## config.mk

```make
export PLATFORM = sky130hd
export DESIGN_NAME = rail_seq2
export DESIGN_NICKNAME = d
export VERILOG_FILES = /design/src/rtl/seq_pkg.sv /design/src/rtl/seq_qual.sv /design/src/rtl/seq_rtmr.sv /design/src/rtl/seq_group.sv /design/src/rtl/rail_seq2.sv
export SDC_FILE = /design/constraint.sdc
export NUM_CORES = 1
export LEC_CHECK = 0
export BUFFER_PORTS_ARGS = -buffer_cell sky130_fd_sc_hd__buf_2
export CORE_MARGIN = 2
export CORE_UTILIZATION = 36
export DETAILED_ROUTE_END_ITERATION = 8
export PLACE_DENSITY_LB_ADDON = 0.15
export SYNTH_ARGS = -nofsm -noshare
export SYNTH_HDL_FRONTEND = slang
export SYNTH_SLANG_ARGS = --single-unit
```

## constraint.sdc

```tcl
create_clock -name clk -period 2.5 [get_ports clk]
set_input_delay 0.5 -clock clk [delete_from_list [all_inputs] [get_ports clk]]
set_output_delay 0.5 -clock clk [all_outputs]
set_load 0.005 [all_outputs]
```

## src/rtl/seq_pkg.sv

```systemverilog
package seq_pkg;
  typedef enum logic [3:0] {
    GS_OFF, GS_DLY0, GS_WAIT0, GS_DLY1, GS_WAIT1, GS_UP,
    GS_SDLY1, GS_SWAIT1, GS_SDLY0, GS_SWAIT0, GS_FLT
  } grp_st_t;
endpackage

```

## src/rtl/seq_qual.sv

```systemverilog
module seq_qual #(
  parameter int QUAL_TICKS = 10
) (
  input  logic clk,
  input  logic rst,
  input  logic tick,
  input  logic cond,
  output logic go
);
  localparam int CW = $clog2(QUAL_TICKS + 1);
  localparam logic [CW-1:0] LIM = CW'(QUAL_TICKS);

  logic [CW-1:0] cnt;

  always_ff @(posedge clk) begin
    if (rst || !cond) cnt <= '0;
    else if (tick && cnt != LIM) cnt <= cnt + 1'b1;
  end

  assign go = cond && (cnt == LIM);
endmodule

```

## src/rtl/seq_rtmr.sv

```systemverilog
module seq_rtmr #(
  parameter int RST_TICKS = 160
) (
  input  logic clk,
  input  logic rst,
  input  logic tick,
  input  logic run,
  output logic done
);
  localparam int CW = $clog2(RST_TICKS + 1);
  localparam logic [CW-1:0] LIM = CW'(RST_TICKS);

  logic [CW-1:0] cnt;

  always_ff @(posedge clk) begin
    if (rst || !run) cnt <= '0;
    else if (tick && cnt != LIM) cnt <= cnt + 1'b1;
  end

  assign done = run && (cnt == LIM);
endmodule

```

## src/rtl/seq_group.sv

```systemverilog
module seq_group
  import seq_pkg::*;
#(
  parameter int DLY_W = 8
) (
  input  logic               clk,
  input  logic               rst,
  input  logic               tick,
  input  logic               en,
  input  logic               en_rise,
  input  logic               start,
  input  logic [1:0]         uv_ok,
  input  logic [1:0]         g_on,
  input  logic [1:0]         g_low,
  input  logic [2*DLY_W-1:0] on_d,
  input  logic [2*DLY_W-1:0] off_d,
  output logic [1:0]         gate,
  output logic               up
);
  grp_st_t          st;
  logic [DLY_W-1:0] cnt;
  logic [DLY_W-1:0] d_on0, d_on1, d_off0, d_off1;
  logic             live, run_phase, fault;

  assign d_on0  = on_d[0 +: DLY_W];
  assign d_on1  = on_d[DLY_W +: DLY_W];
  assign d_off0 = off_d[0 +: DLY_W];
  assign d_off1 = off_d[DLY_W +: DLY_W];

  always_comb begin
    live      = (st != GS_OFF) && (st != GS_FLT);
    run_phase = st inside {GS_DLY0, GS_WAIT0, GS_DLY1, GS_WAIT1, GS_UP};
    fault     = live && !(&uv_ok);
  end

  assign up = (st == GS_UP);

  always_ff @(posedge clk) begin
    if (rst) begin
      st   <= GS_OFF;
      cnt  <= '0;
      gate <= '0;
    end else if (st == GS_OFF) begin
      cnt <= '0;
      if (start && en) st <= GS_DLY0;
    end else if (st == GS_FLT) begin
      gate <= '0;
      if (en_rise) st <= GS_OFF;
    end else if (fault) begin
      st   <= GS_FLT;
      gate <= '0;
    end else if (!en && run_phase) begin
      cnt <= '0;
      if (gate[1])      st <= GS_SDLY1;
      else if (gate[0]) st <= GS_SDLY0;
      else              st <= GS_OFF;
    end else begin
      case (st)
        GS_DLY0:
          if (cnt == d_on0) begin gate[0] <= 1'b1; st <= GS_WAIT0; end
          else if (tick) cnt <= cnt + 1'b1;
        GS_WAIT0:
          if (g_on[0]) begin st <= GS_DLY1; cnt <= '0; end
        GS_DLY1:
          if (cnt == d_on1) begin gate[1] <= 1'b1; st <= GS_WAIT1; end
          else if (tick) cnt <= cnt + 1'b1;
        GS_WAIT1:
          if (g_on[1]) st <= GS_UP;
        GS_SDLY1:
          if (cnt == d_off1) begin gate[1] <= 1'b0; st <= GS_SWAIT1; end
          else if (tick) cnt <= cnt + 1'b1;
        GS_SWAIT1:
          if (g_low[1]) begin st <= GS_SDLY0; cnt <= '0; end
        GS_SDLY0:
          if (cnt == d_off0) begin gate[0] <= 1'b0; st <= GS_SWAIT0; end
          else if (tick) cnt <= cnt + 1'b1;
        GS_SWAIT0:
          if (g_low[0]) st <= GS_OFF;
        default: ;
      endcase
    end
  end

  // the second gate of a group never rises before the first
  a_r3_pair_order: assert property (@(posedge clk) disable iff (rst)
    $rose(gate[1]) |-> gate[0]);

  // the first gate never drops while the second is still driven
  a_r8_reverse_off: assert property (@(posedge clk) disable iff (rst)
    $fell(gate[0]) |-> !gate[1]);

  // a latched fault keeps both gates off
  a_r7_fault_dark: assert property (@(posedge clk) disable iff (rst)
    (st == GS_FLT) |=> (gate == 2'b00));

  // a monitor dropout on a live group clears its gates on the next edge
  a_r6_fault_drop: assert property (@(posedge clk) disable iff (rst)
    (live && !(&uv_ok)) |=> (gate == 2'b00));
endmodule

```

## src/rtl/rail_seq2.sv

```systemverilog
module rail_seq2 #(
  parameter int DLY_W      = 8,
  parameter int QUAL_TICKS = 10,
  parameter int RST_TICKS  = 160
) (
  input  logic               clk,
  input  logic               rst,
  input  logic               tick,
  input  logic [1:0]         en_n,
  input  logic [3:0]         uvlo_ok,
  input  logic [3:0]         gate_on,
  input  logic [3:0]         gate_low,
  input  logic [4*DLY_W-1:0] on_dly,
  input  logic [4*DLY_W-1:0] off_dly,
  output logic [3:0]         gate_en,
  output logic [1:0]         rst_n_o
);
  localparam int NGRP = 2;
  localparam int GW   = 2 * DLY_W;

  logic [NGRP-1:0] en_n_q, en_rise, start, up;
  logic            go, rls;

  always_ff @(posedge clk) begin
    if (rst) en_n_q <= '1;
    else     en_n_q <= en_n;
  end
  assign en_rise = en_n & ~en_n_q;

  seq_qual #(.QUAL_TICKS(QUAL_TICKS)) u_qual (
    .clk(clk), .rst(rst), .tick(tick),
    .cond((~|en_n) && (&uvlo_ok)), .go(go)
  );

  seq_rtmr #(.RST_TICKS(RST_TICKS)) u_rtmr (
    .clk(clk), .rst(rst), .tick(tick), .run(&up), .done(rls)
  );

  for (genvar g = 0; g < NGRP; g++) begin : g_grp
    if (g == 0) begin : g_first
      assign start[g] = go;
    end else begin : g_next
      assign start[g] = go && up[g-1];
    end

    seq_group #(.DLY_W(DLY_W)) u_grp (
      .clk(clk), .rst(rst), .tick(tick),
      .en(!en_n[g]), .en_rise(en_rise[g]), .start(start[g]),
      .uv_ok(uvlo_ok[2*g +: 2]), .g_on(gate_on[2*g +: 2]),
      .g_low(gate_low[2*g +: 2]),
      .on_d(on_dly[g*GW +: GW]), .off_d(off_dly[g*GW +: GW]),
      .gate(gate_en[2*g +: 2]), .up(up[g])
    );

    always_ff @(posedge clk) begin
      if (rst || !up[g]) rst_n_o[g] <= 1'b0;
      else if (rls)      rst_n_o[g] <= 1'b1;
    end

    // a released reset implies both gates of its group were on
    a_r5_rst_gates: assert property (@(posedge clk) disable iff (rst)
      rst_n_o[g] |-> $past(gate_en[2*g] && gate_en[2*g+1]));
  end

  // gate A only rises with its group enabled and its monitors good
  a_r2_start_cond: assert property (@(posedge clk) disable iff (rst)
    $rose(gate_en[0]) |-> $past(!en_n[0] && (&uvlo_ok[1:0])));

  // outputs are quiet in the cycle after reset
  a_r1_reset_quiet: assert property (@(posedge clk)
    $past(rst) |-> (gate_en == 4'b0000 && rst_n_o == 2'b00));
endmodule

```

### Yosys cells after proc, flatten, opt, wreduce, memory -nomap -nowiden

Index checks and enable logic that the tools add are counted.

| cells by class | value |
|---|---|
| bitwise gates (word level) | 8 |
| mux-type cells | 70 |
| equality and inequality tests | 76 |
| shift operators | 0 |
| divide/modulo/power cells | 0 |
| add/subtract/negate cells | 4 |
| reduce and logical (&&, ||, !) cells | 56 |
| multiply operators | 0 |
| $lt $le $gt $ge | 0 |

Operator list:

| cell | count |
|---|---|
| two-way mux 4 bit | 32 |
| two-way mux 8 bit | 16 |
| one-hot mux 8 bit (6 select lines) | 2 |
| equality test 8 bit | 8 |
| one-hot mux 4 bit (8 select lines) | 2 |
| != test 6 x 5 -> 1 bit, second input constant | 8 |
| equality test 4 x 3 -> 1 bit, second input constant | 8 |
| equality test 4 bit, second input constant | 7 |
| adder 8 x 1 -> 8 bit, second input constant | 3 |
| != test 3 x 2 -> 1 bit, second input constant | 8 |
| != test 6 x 1 -> 1 bit, second input constant | 4 |
| != test 6 x 2 -> 1 bit, second input constant | 4 |
| nonzero test 12 bit | 2 |
| nonzero test 4 bit | 6 |
| AND reduction 11 bit | 2 |
| AND reduction 5 bit | 4 |
| != test 3 bit, second input constant | 6 |
| AND reduction 9 bit | 2 |
| equality test 4 x 2 -> 1 bit, second input constant | 4 |
| != test 4 x 1 -> 1 bit, second input constant | 4 |
| != test 4 x 3 -> 1 bit, second input constant | 4 |
| logical AND 1 bit | 14 |
| nonzero test 7 bit | 2 |
| two-way mux 2 bit | 6 |
| 19 further kinds | 56 |

| storage, ports and cells | value |
|---|---|
| bits in registers | 44 |
| bits in read-only memories | 0 |
| output and inout bits | 6 |
| word-level logic and storage cells | 227 |
| memories kept | 0 |
| bits in latches | 0 |
| bits of input ports | 81 |
| memory bits (writable) | 0 |

### Logic depth before layout (Yosys ltp)

Gate-level depths: netlist of run 1.

| logic depth | value |
|---|---|
| depth after elaboration | 8 |
| depth in mapped cells | 9 |
| gate-level depth less buffers | 8 |

### Cells and area by module

From an unflattened synthesis of run 1, not the netlist that was laid out.

| second synthesis, totals | value |
|---|---|
| cell total of the unflattened synthesis | 553 |
| area total of the unflattened synthesis | 4564.4 um^2 |

Modules (own cells, without submodules):

| module | area each (um^2) | times used | seq. area each (um^2) | cells an instance |
|---|---|---|---|---|
| seq_group | 1881.8 | 2 | 280.3 | 231 |
| seq_rtmr | 404.1 | 1 | 160.2 | 48 |
| seq_qual | 227.7 | 1 | 80.1 | 25 |
| rail_seq2 | 168.9 | 1 | 80.1 | 18 |

### Worst setup path before layout of run 1

Ideal clock, no wire load.

| path | value |
|---|---|
| kind | input -> register |
| from | in en_n[0] |
| to | reg g_grp[1].u_grp.st[0] |
| required time | 2376 ps |
| arrival time | 2050 ps |
| setup time | 124 ps |
| stages on the path | 6 |
| path buffers | 0 |
| setup slack | 326 ps |
| path through | or2_0 or4_1 and4bb_1 o32ai_1 a221o_1 mux2i_1 |

| on the way | value |
|---|---|
| word-level cells in the longest chain between the ends | 8 |

RTL lines:

| what | line | source |
|---|---|---|
| start: declaration | rail_seq2.sv:9 | `input logic [1:0] en_n,` |
| OR reduction 2 bit | rail_seq2.sv:32 | `.cond((~\|en_n) && (&uvlo_ok)), .go(go)` |
| zero test 1 bit | rail_seq2.sv:32 |  |
| logical AND 1 bit | rail_seq2.sv:32 |  |
| logical AND 1 bit | seq_qual.sv:20 | `assign go = cond && (cnt == LIM);` |
| logical AND 1 bit | rail_seq2.sv:43 | `assign start[g] = go && up[g-1];` |
| logical AND 1 bit | seq_group.sv:45 | `if (start && en) st <= GS_DLY0;` |
| != test 2 bit (no source line) | - |  |
| AND reduction 11 bit (no source line) | - |  |
| end signal: assignment | seq_group.sv:45 |  |
| end signal: assignment | seq_group.sv:48 | `if (en_rise) st <= GS_OFF;` |
| end signal: assignment | seq_group.sv:50 | `st <= GS_FLT;` |
| end: declaration | seq_group.sv:20 | `grp_st_t st;` |

No other way between the ends.
A chain may end at the register's enable or synchronous reset.

### Worst setup path after layout of run 1

| path | value |
|---|---|
| from | reg g_grp[1].u_grp.st[1] |
| to | reg g_grp[1].u_grp.cnt[4] |

| on the way | value |
|---|---|
| word-level cells in the longest chain between the ends | 5 |
| elaborated cells on any way between the ends | 29 |
| classes of those cells | eq/ne: 16; mux: 2; bitwise: 2; reduce/logical: 9 |

RTL lines:

| what | line | source |
|---|---|---|
| start signal: assignment | seq_group.sv:40 | `st <= GS_OFF;` |
| start signal: assignment | seq_group.sv:45 |  |
| start signal: assignment | seq_group.sv:48 |  |
| equality test 4 x 1 -> 1 bit (tied with other cells) | seq_group.sv:32, seq_group.sv:58 |  |
| nonzero test 5 bit or logical AND 1 bit (tied branches) | seq_group.sv:32, seq_group.sv:31 |  |
| logical AND 1 bit (on tied branches) | seq_group.sv:52, seq_group.sv:33 |  |
| nonzero test 7 bit (no source line) (tied with other cells) | - |  |
| AND reduction 9 bit (no source line) | - |  |
| end signal: assignment | seq_group.sv:61 | `else if (tick) cnt <= cnt + 1'b1;` |
| end signal: assignment | seq_group.sv:66 | `else if (tick) cnt <= cnt + 1'b1;` |
| end signal: assignment | seq_group.sv:71 | `else if (tick) cnt <= cnt + 1'b1;` |
| end: declaration | seq_group.sv:21 | `logic [DLY_W-1:0] cnt;` |

Parallel ways exist; a longest one is shown, timed or not.

==> impl_metrics.ini, run 1 <==
[run_status]
outcome = complete, no violations

[worst_setup_path]
cp_common_cell = a221o_1
critPathMaxFanout = 16
reg2regPathDepth = 6
required_ps = 2690
crit_chain = buf_4 > nand2b_1 > nor2_1 > a221o_1 > o211a_1 > a221o_1
path_class = reg2reg
max_stage_delay_ps = 500
cp_top_family = compound AO/OA/AOI/OAI gates
cp_slowest_cell = dfxtp_1
critPathBufInv = 1
path_depth = 6
cp-end-kind = flop
critPathLaunchType = flop
cp_data_arrival_time_ps = 2450

[clock_network]
cts_buffers = 5
clkSinkCount = 44
cts-root-buf = clkbuf_8
cts_tree = yes
clk_pin_slew_ps = 100
clkLatencyLatePin_ps = 310
ctsHoldBuffers = 0
h-tree-depth = 2
cts_buffer_depth = 2

[synthesis]
ys_async_sr_fraction = 0
synth_ff_type = dfxtp_1
synth_edf_count = 0
seq_area_frac_synth = 0.218
avgSynthCellArea_um2 = 7.43
yosys.cell_types.count = 70
synthCells = 543
yosys_warnings = 0
netlist_area_mm2 = 0.00403
synth_seq_cells = 44
synthesis.nets = 630

[cells_and_area]
fill_cells = 1110
synthToLayoutAreaGrowth_pct = 19.8
layout-drive-gt1-share = 0.236
layout_commonest_cell = buf_2
finalNonFillerCells = 775
n_antenna_cell = 0
nets = 721
layout_common_cells = 86 x buf_2, 57 x nor2_1, 48 x xnor2_1

[grt]
antenna_found_initial = 0
gr-total-overflow = 0
grtUsageTotal = 0.193
grt_max_degree = 17
first_global_vias = 3981
grt_first_pass_wirelength_um = 18700

[route]
routedWlPerCell_um = 15.0
drc = 0
via_per_inst = 5.42
vias = 4197
wirelength_um = 11600
first_pass_iters = 4
final_antenna_net_count = 0
drtIter0Drc = 214

[sta]
hold_viol = 0
tns_ps = 0
min_period_ps = 2260
relSlewSlack = 0.561
worstMarginPinSlew_ps = 653
holdWs_ps = 520
clock_skew_ps = 12.7
setup_ws_ps = 244
rsz0062_at_grt = no
fmax_mhz = 443
slew_viol_final = 0
fin_crit_sh = 0.902
finalSetupViolations = 0

[power]
ir_drop_uv = 245
power_mw = 1.54
power.density_mw_per_mm2 = 318
leakage_nw = 1.97

[floorplanning]
ios = 87
die-height_um = 110
rows = 38
initial_core_util = 0.370
core_area_mm2 = 0.0109
die-area_mm2 = 0.0121
die_width_um = 110

[run]
drv_cap = 0

[placement]
dp_worst_setup_slack_ps = 72.1
dp_hpwl_um = 9000
dp.cells = 767
port-buffer-count = 86
gp_congestion = 0.845

[hold_path]
hold_class = reg2reg
hold-path-cell-count = 2
power by group:
group / switching [mW] / internal (mW) / total (mW)
clock network: 0.281 / 0.199 / 0.480
registers: 0.0158 / 0.707 / 0.723
logic: 0.171 / 0.165 / 0.336
total: 0.469 / 1.07 / 1.54
metrics by stage:
step / instance area [um^2] / util
after floorplan: 4030 / -
after global placement: 4740 / 0.435
after detailed placement: 4740 / 0.435
after CTS: 4830 / 0.444
after global routing: 4830 / 0.444
final: 4830 / 0.444
flip-flops by register name, indices dropped and copies added, names as in the netlist:
name and count:
u_qual.cnt 4, rst_n_o 2, g_grp.u_grp.gate 4, g_grp.u_grp.st 8, u_rtmr.cnt 8, g_grp.u_grp.cnt 16, en_n_q 2
what timing repair did:
action,in CTS,in global routing
setup buffers,0,0
endpoints found under the setup margin,0,5
gates resized for setup,0,1
path summary, 6_finish.rpt:
kind / startpoint / to / slack [ps]
worst min-delay path: rst_n_o[1]$_SDFFE_PP0P_ / rst_n_o[1]$_SDFFE_PP0P_ / 520
worst max register to register: g_grp[1].u_grp.st[1]$_SDFFE_PP0P_ / g_grp[1].u_grp.cnt[4]$_SDFFE_PP0P_ / 240
worst min register to register: rst_n_o[1]$_SDFFE_PP0P_ / rst_n_o[1]$_SDFFE_PP0P_ / 520
worst max-delay path: g_grp[1].u_grp.st[1]$_SDFFE_PP0P_ / g_grp[1].u_grp.cnt[4]$_SDFFE_PP0P_ / 240
cells by family (layout without fill, tap and decap cells):
logic type,count (synthesis),count (layout),synth area share
and+or+nand+nor,225,225,0.287
buffers and inverters,57,149,0.0639
muxes,12,12,0.0301
DFF,44,44,0.218
xor gates and xnor gates,76,76,0.165
adders and majority gates,6,6,0.0186
AOI/OAI and AO/OA,123,123,0.217
cell usage after synthesis, drive strengths merged (4+ instances only):
cell type   n  area (um^2)
nor2b       8         52.6
and3        7         43.8
xor2       28          245
ha          6         75.1
o2111ai     7         61.3
nand3      20          100
nor3       17         90.1
a221o       7         70.1
nor3b       4         30.0
a31oi       5         31.3
o211ai      5         37.5
or2        13         81.3
nand3b      4         30.0
nor2       57          214
nand4      16          100
nand2b     13         81.3
a21o        5         37.5
nand2      43          161
mux2i      11          110
clkbuf     14         52.6
a21oi      24          120
inv        15         56.3
o211a       6         60.1
buf        28          149
a211oi      8         60.1
dfxtp      44          881
nor4        9         56.3
o21ai      26          130
xnor2      48          420
metal layers:
| metal | track usage | vias to the layer above | routed length (um) |
|---|---|---|---|
| met5 | 0 | - | 0 |
| met4 | 0.0588 | 0 | 178 |
| met3 | 0.0379 | 13 | 841 |
| met2 | 0.326 | 169 | 5270 |
| met1 | 0.248 | 1886 | 5310 |
| li1 | - | 2129 | - |
worst reg2reg max path, delay by kind of cell (launching register included):
kind,cells,cell delay (ps)
compound gates,3,1030
flops,1,500
simple gates,2,340
buf+inv,1,270
final cells by class:
type	instances	area [um^2]	share of cell area
Multi-Input combinational cell	442	2900	0.599
Sequential cell	44	882	0.183
Timing Repair Buffer	126	731	0.151
Tap cell	140	175	0.0363
Clock buffer	5	68.8	0.0142
Inverter	15	56.3	0.0117
Clock inverter	3	23.8	0.00492
(Power assumes the default switching activity.)
==> inputs of run 2 (changes only) <==
BUFFER_PORTS_ARGS = -buffer_cell sky130_fd_sc_hd__buf_4   (was -buffer_cell sky130_fd_sc_hd__buf_2)
==> impl_metrics.ini, run 2 (same netlist as run 1, synthesis figures left out) <==
[sta]
holdWs_ps = 507
min_period_ps = 2320
rsz0062_at_grt = no
clock_skew_ps = 7.08
fmax_mhz = 432
relSlewSlack = 0.512
tns_ps = 0
fin_crit_sh = 0.927
setup_ws_ps = 183
worstMarginPinSlew_ps = 731
slew_viol_final = 0
finalSetupViolations = 0
hold_viol = 0

[placement]
gp_congestion = 0.889
port-buffer-count = 86
dp_worst_setup_slack_ps = 86.9
dpl_cell_area_mm2 = 0.00494
dp_hpwl_um = 9100

[worst_setup_path]
critPathLaunchType = flop
critPathBufInv = 1
cp-end-kind = flop
cp_data_arrival_time_ps = 2550
cp_top_family = simple AND/OR/NAND/NOR gates
critPathLaunch = g_grp[0].u_grp.st[2]$_SDFFE_PP0P_
crit_chain = buf_4 > nor4_1 > a32o_1 > nor2_1 > a21oi_1 > mux2i_1
max_stage_delay_ps = 570
required_ps = 2740
critPathMaxFanout = 19
path_class = reg2reg
r2r-start = g_grp[0].u_grp.st[2]$_SDFFE_PP0P_
cp_slowest_cell = nor4_1

[grt]
grt_first_pass_wirelength_um = 18900
first_global_vias = 3878
grtUsageTotal = 0.194
antenna_found_initial = 0
gr-total-overflow = 0
grt_max_degree = 20

[power]
power_mw = 1.57
power.density_mw_per_mm2 = 312
ir_drop_uv = 179
leakage_nw = 2.04

[route]
vias = 4193
wirelength_um = 11600
first_pass_iters = 4
via_per_inst = 5.42
drc = 0
routedWlPerCell_um = 15.0
drtIter0Drc = 176
final_antenna_net_count = 0

[clock_network]
cts_buffers = 5
clk_pin_slew_ps = 90
cts_tree = yes
cts_buffer_depth = 2
cts-root-buf = clkbuf_8
clkSinkCount = 44
h-tree-depth = 2
clkLatencyLatePin_ps = 300

[cells_and_area]
reg_top3 = g_grp.u_grp.cnt: 16 flops, g_grp.u_grp.st: 8 flops, u_rtmr.cnt: 8 flops
top_register = g_grp.u_grp.cnt
layout-drive-gt1-share = 0.231
largest_register_ffs = 16
layout_common_cells = 124 x buf_4, 57 x nor2_1, 48 x xnor2_1
final_area_mm2 = 0.00503
nets = 719
layout_commonest_cell = buf_4
synthToLayoutAreaGrowth_pct = 24.8
fill_cells = 1102
n_antenna_cell = 0

[floorplanning]
core_area_mm2 = 0.0109
rows = 38
ios = 87
die_width_um = 110
initial_core_util = 0.370
die-height_um = 110
die-area_mm2 = 0.0121

[run_status]
outcome = complete, no violations

[hold_path]
hold_class = in2reg
min_from = rst

[run]
drv_cap = 0
==> run 2: worst reg2reg max path: cells and delay by family, from the launching register on <==
family	cells	cell delay (ps)
simple gates	2	640
buf+inv	1	260
compound gates	2	600
mux	1	230
flops	1	520
==> run 2: final cells by class <==
type / instances / area (um^2) / area share
Tap cell: 140 / 175 / 0.0348
Clock inverter: 1 / 7.51 / 0.00149
Sequential cell: 44 / 881 / 0.175
Inverter: 15 / 56.3 / 0.0112
Clock buffer: 7 / 86.3 / 0.0172
Multi-Input combinational cell: 442 / 2900 / 0.575
Timing Repair Buffer: 124 / 931 / 0.185
==> run 2: metal layers <==
| layer | wire length [um] | GRT usage |
|---|---|---|
| met1 | 5500 | 0.276 |
| met2 | 5050 | 0.303 |
| met3 | 869 | 0.0344 |
| met4 | 146 | 0.0461 |
| met5 | 0 | 0 |
==> run 2: metrics by stage <==
stage | std cells | util
2_1_floorplan | 543 | -
3_3_place_gp | 765 | 0.454
3_5_place_dp | 765 | 0.454
4_1_cts | 773 | 0.462
5_1_grt | 773 | 0.462
6_report | 773 | 0.462
==> run 2: what timing repair did <==
| action | 4_1_cts | 5_1_grt |
|---|---|---|
| endpoints found under the setup margin | 0 | 6 |
| buffers inserted | 0 | 0 |
| hold buffers | 0 | 0 |
| gates resized for setup | 0 | 1 |
==> run 2: power breakdown <==
part	total (mW)	internal, mW	switching, mW
combinational	0.372	0.199	0.173
sequential	0.720	0.706	0.0139
clock	0.480	0.225	0.255
total	1.57	1.13	0.442
==> run 2: final timing paths <==
| check | endpoint | slack [ps] | depth (start not counted) |
|---|---|---|---|
| setup / recovery | g_grp[0].u_grp.st[0]$_SDFFE_PP0P_ | 180 | 6 |
| hold / removal | g_grp[0].u_grp.st[1]$_SDFFE_PP0P_ | 510 | 2 |
| setup reg to reg | g_grp[0].u_grp.st[0]$_SDFFE_PP0P_ | 180 | 6 |
| hold reg to reg | rst_n_o[1]$_SDFFE_PP0P_ | 520 | 2 |
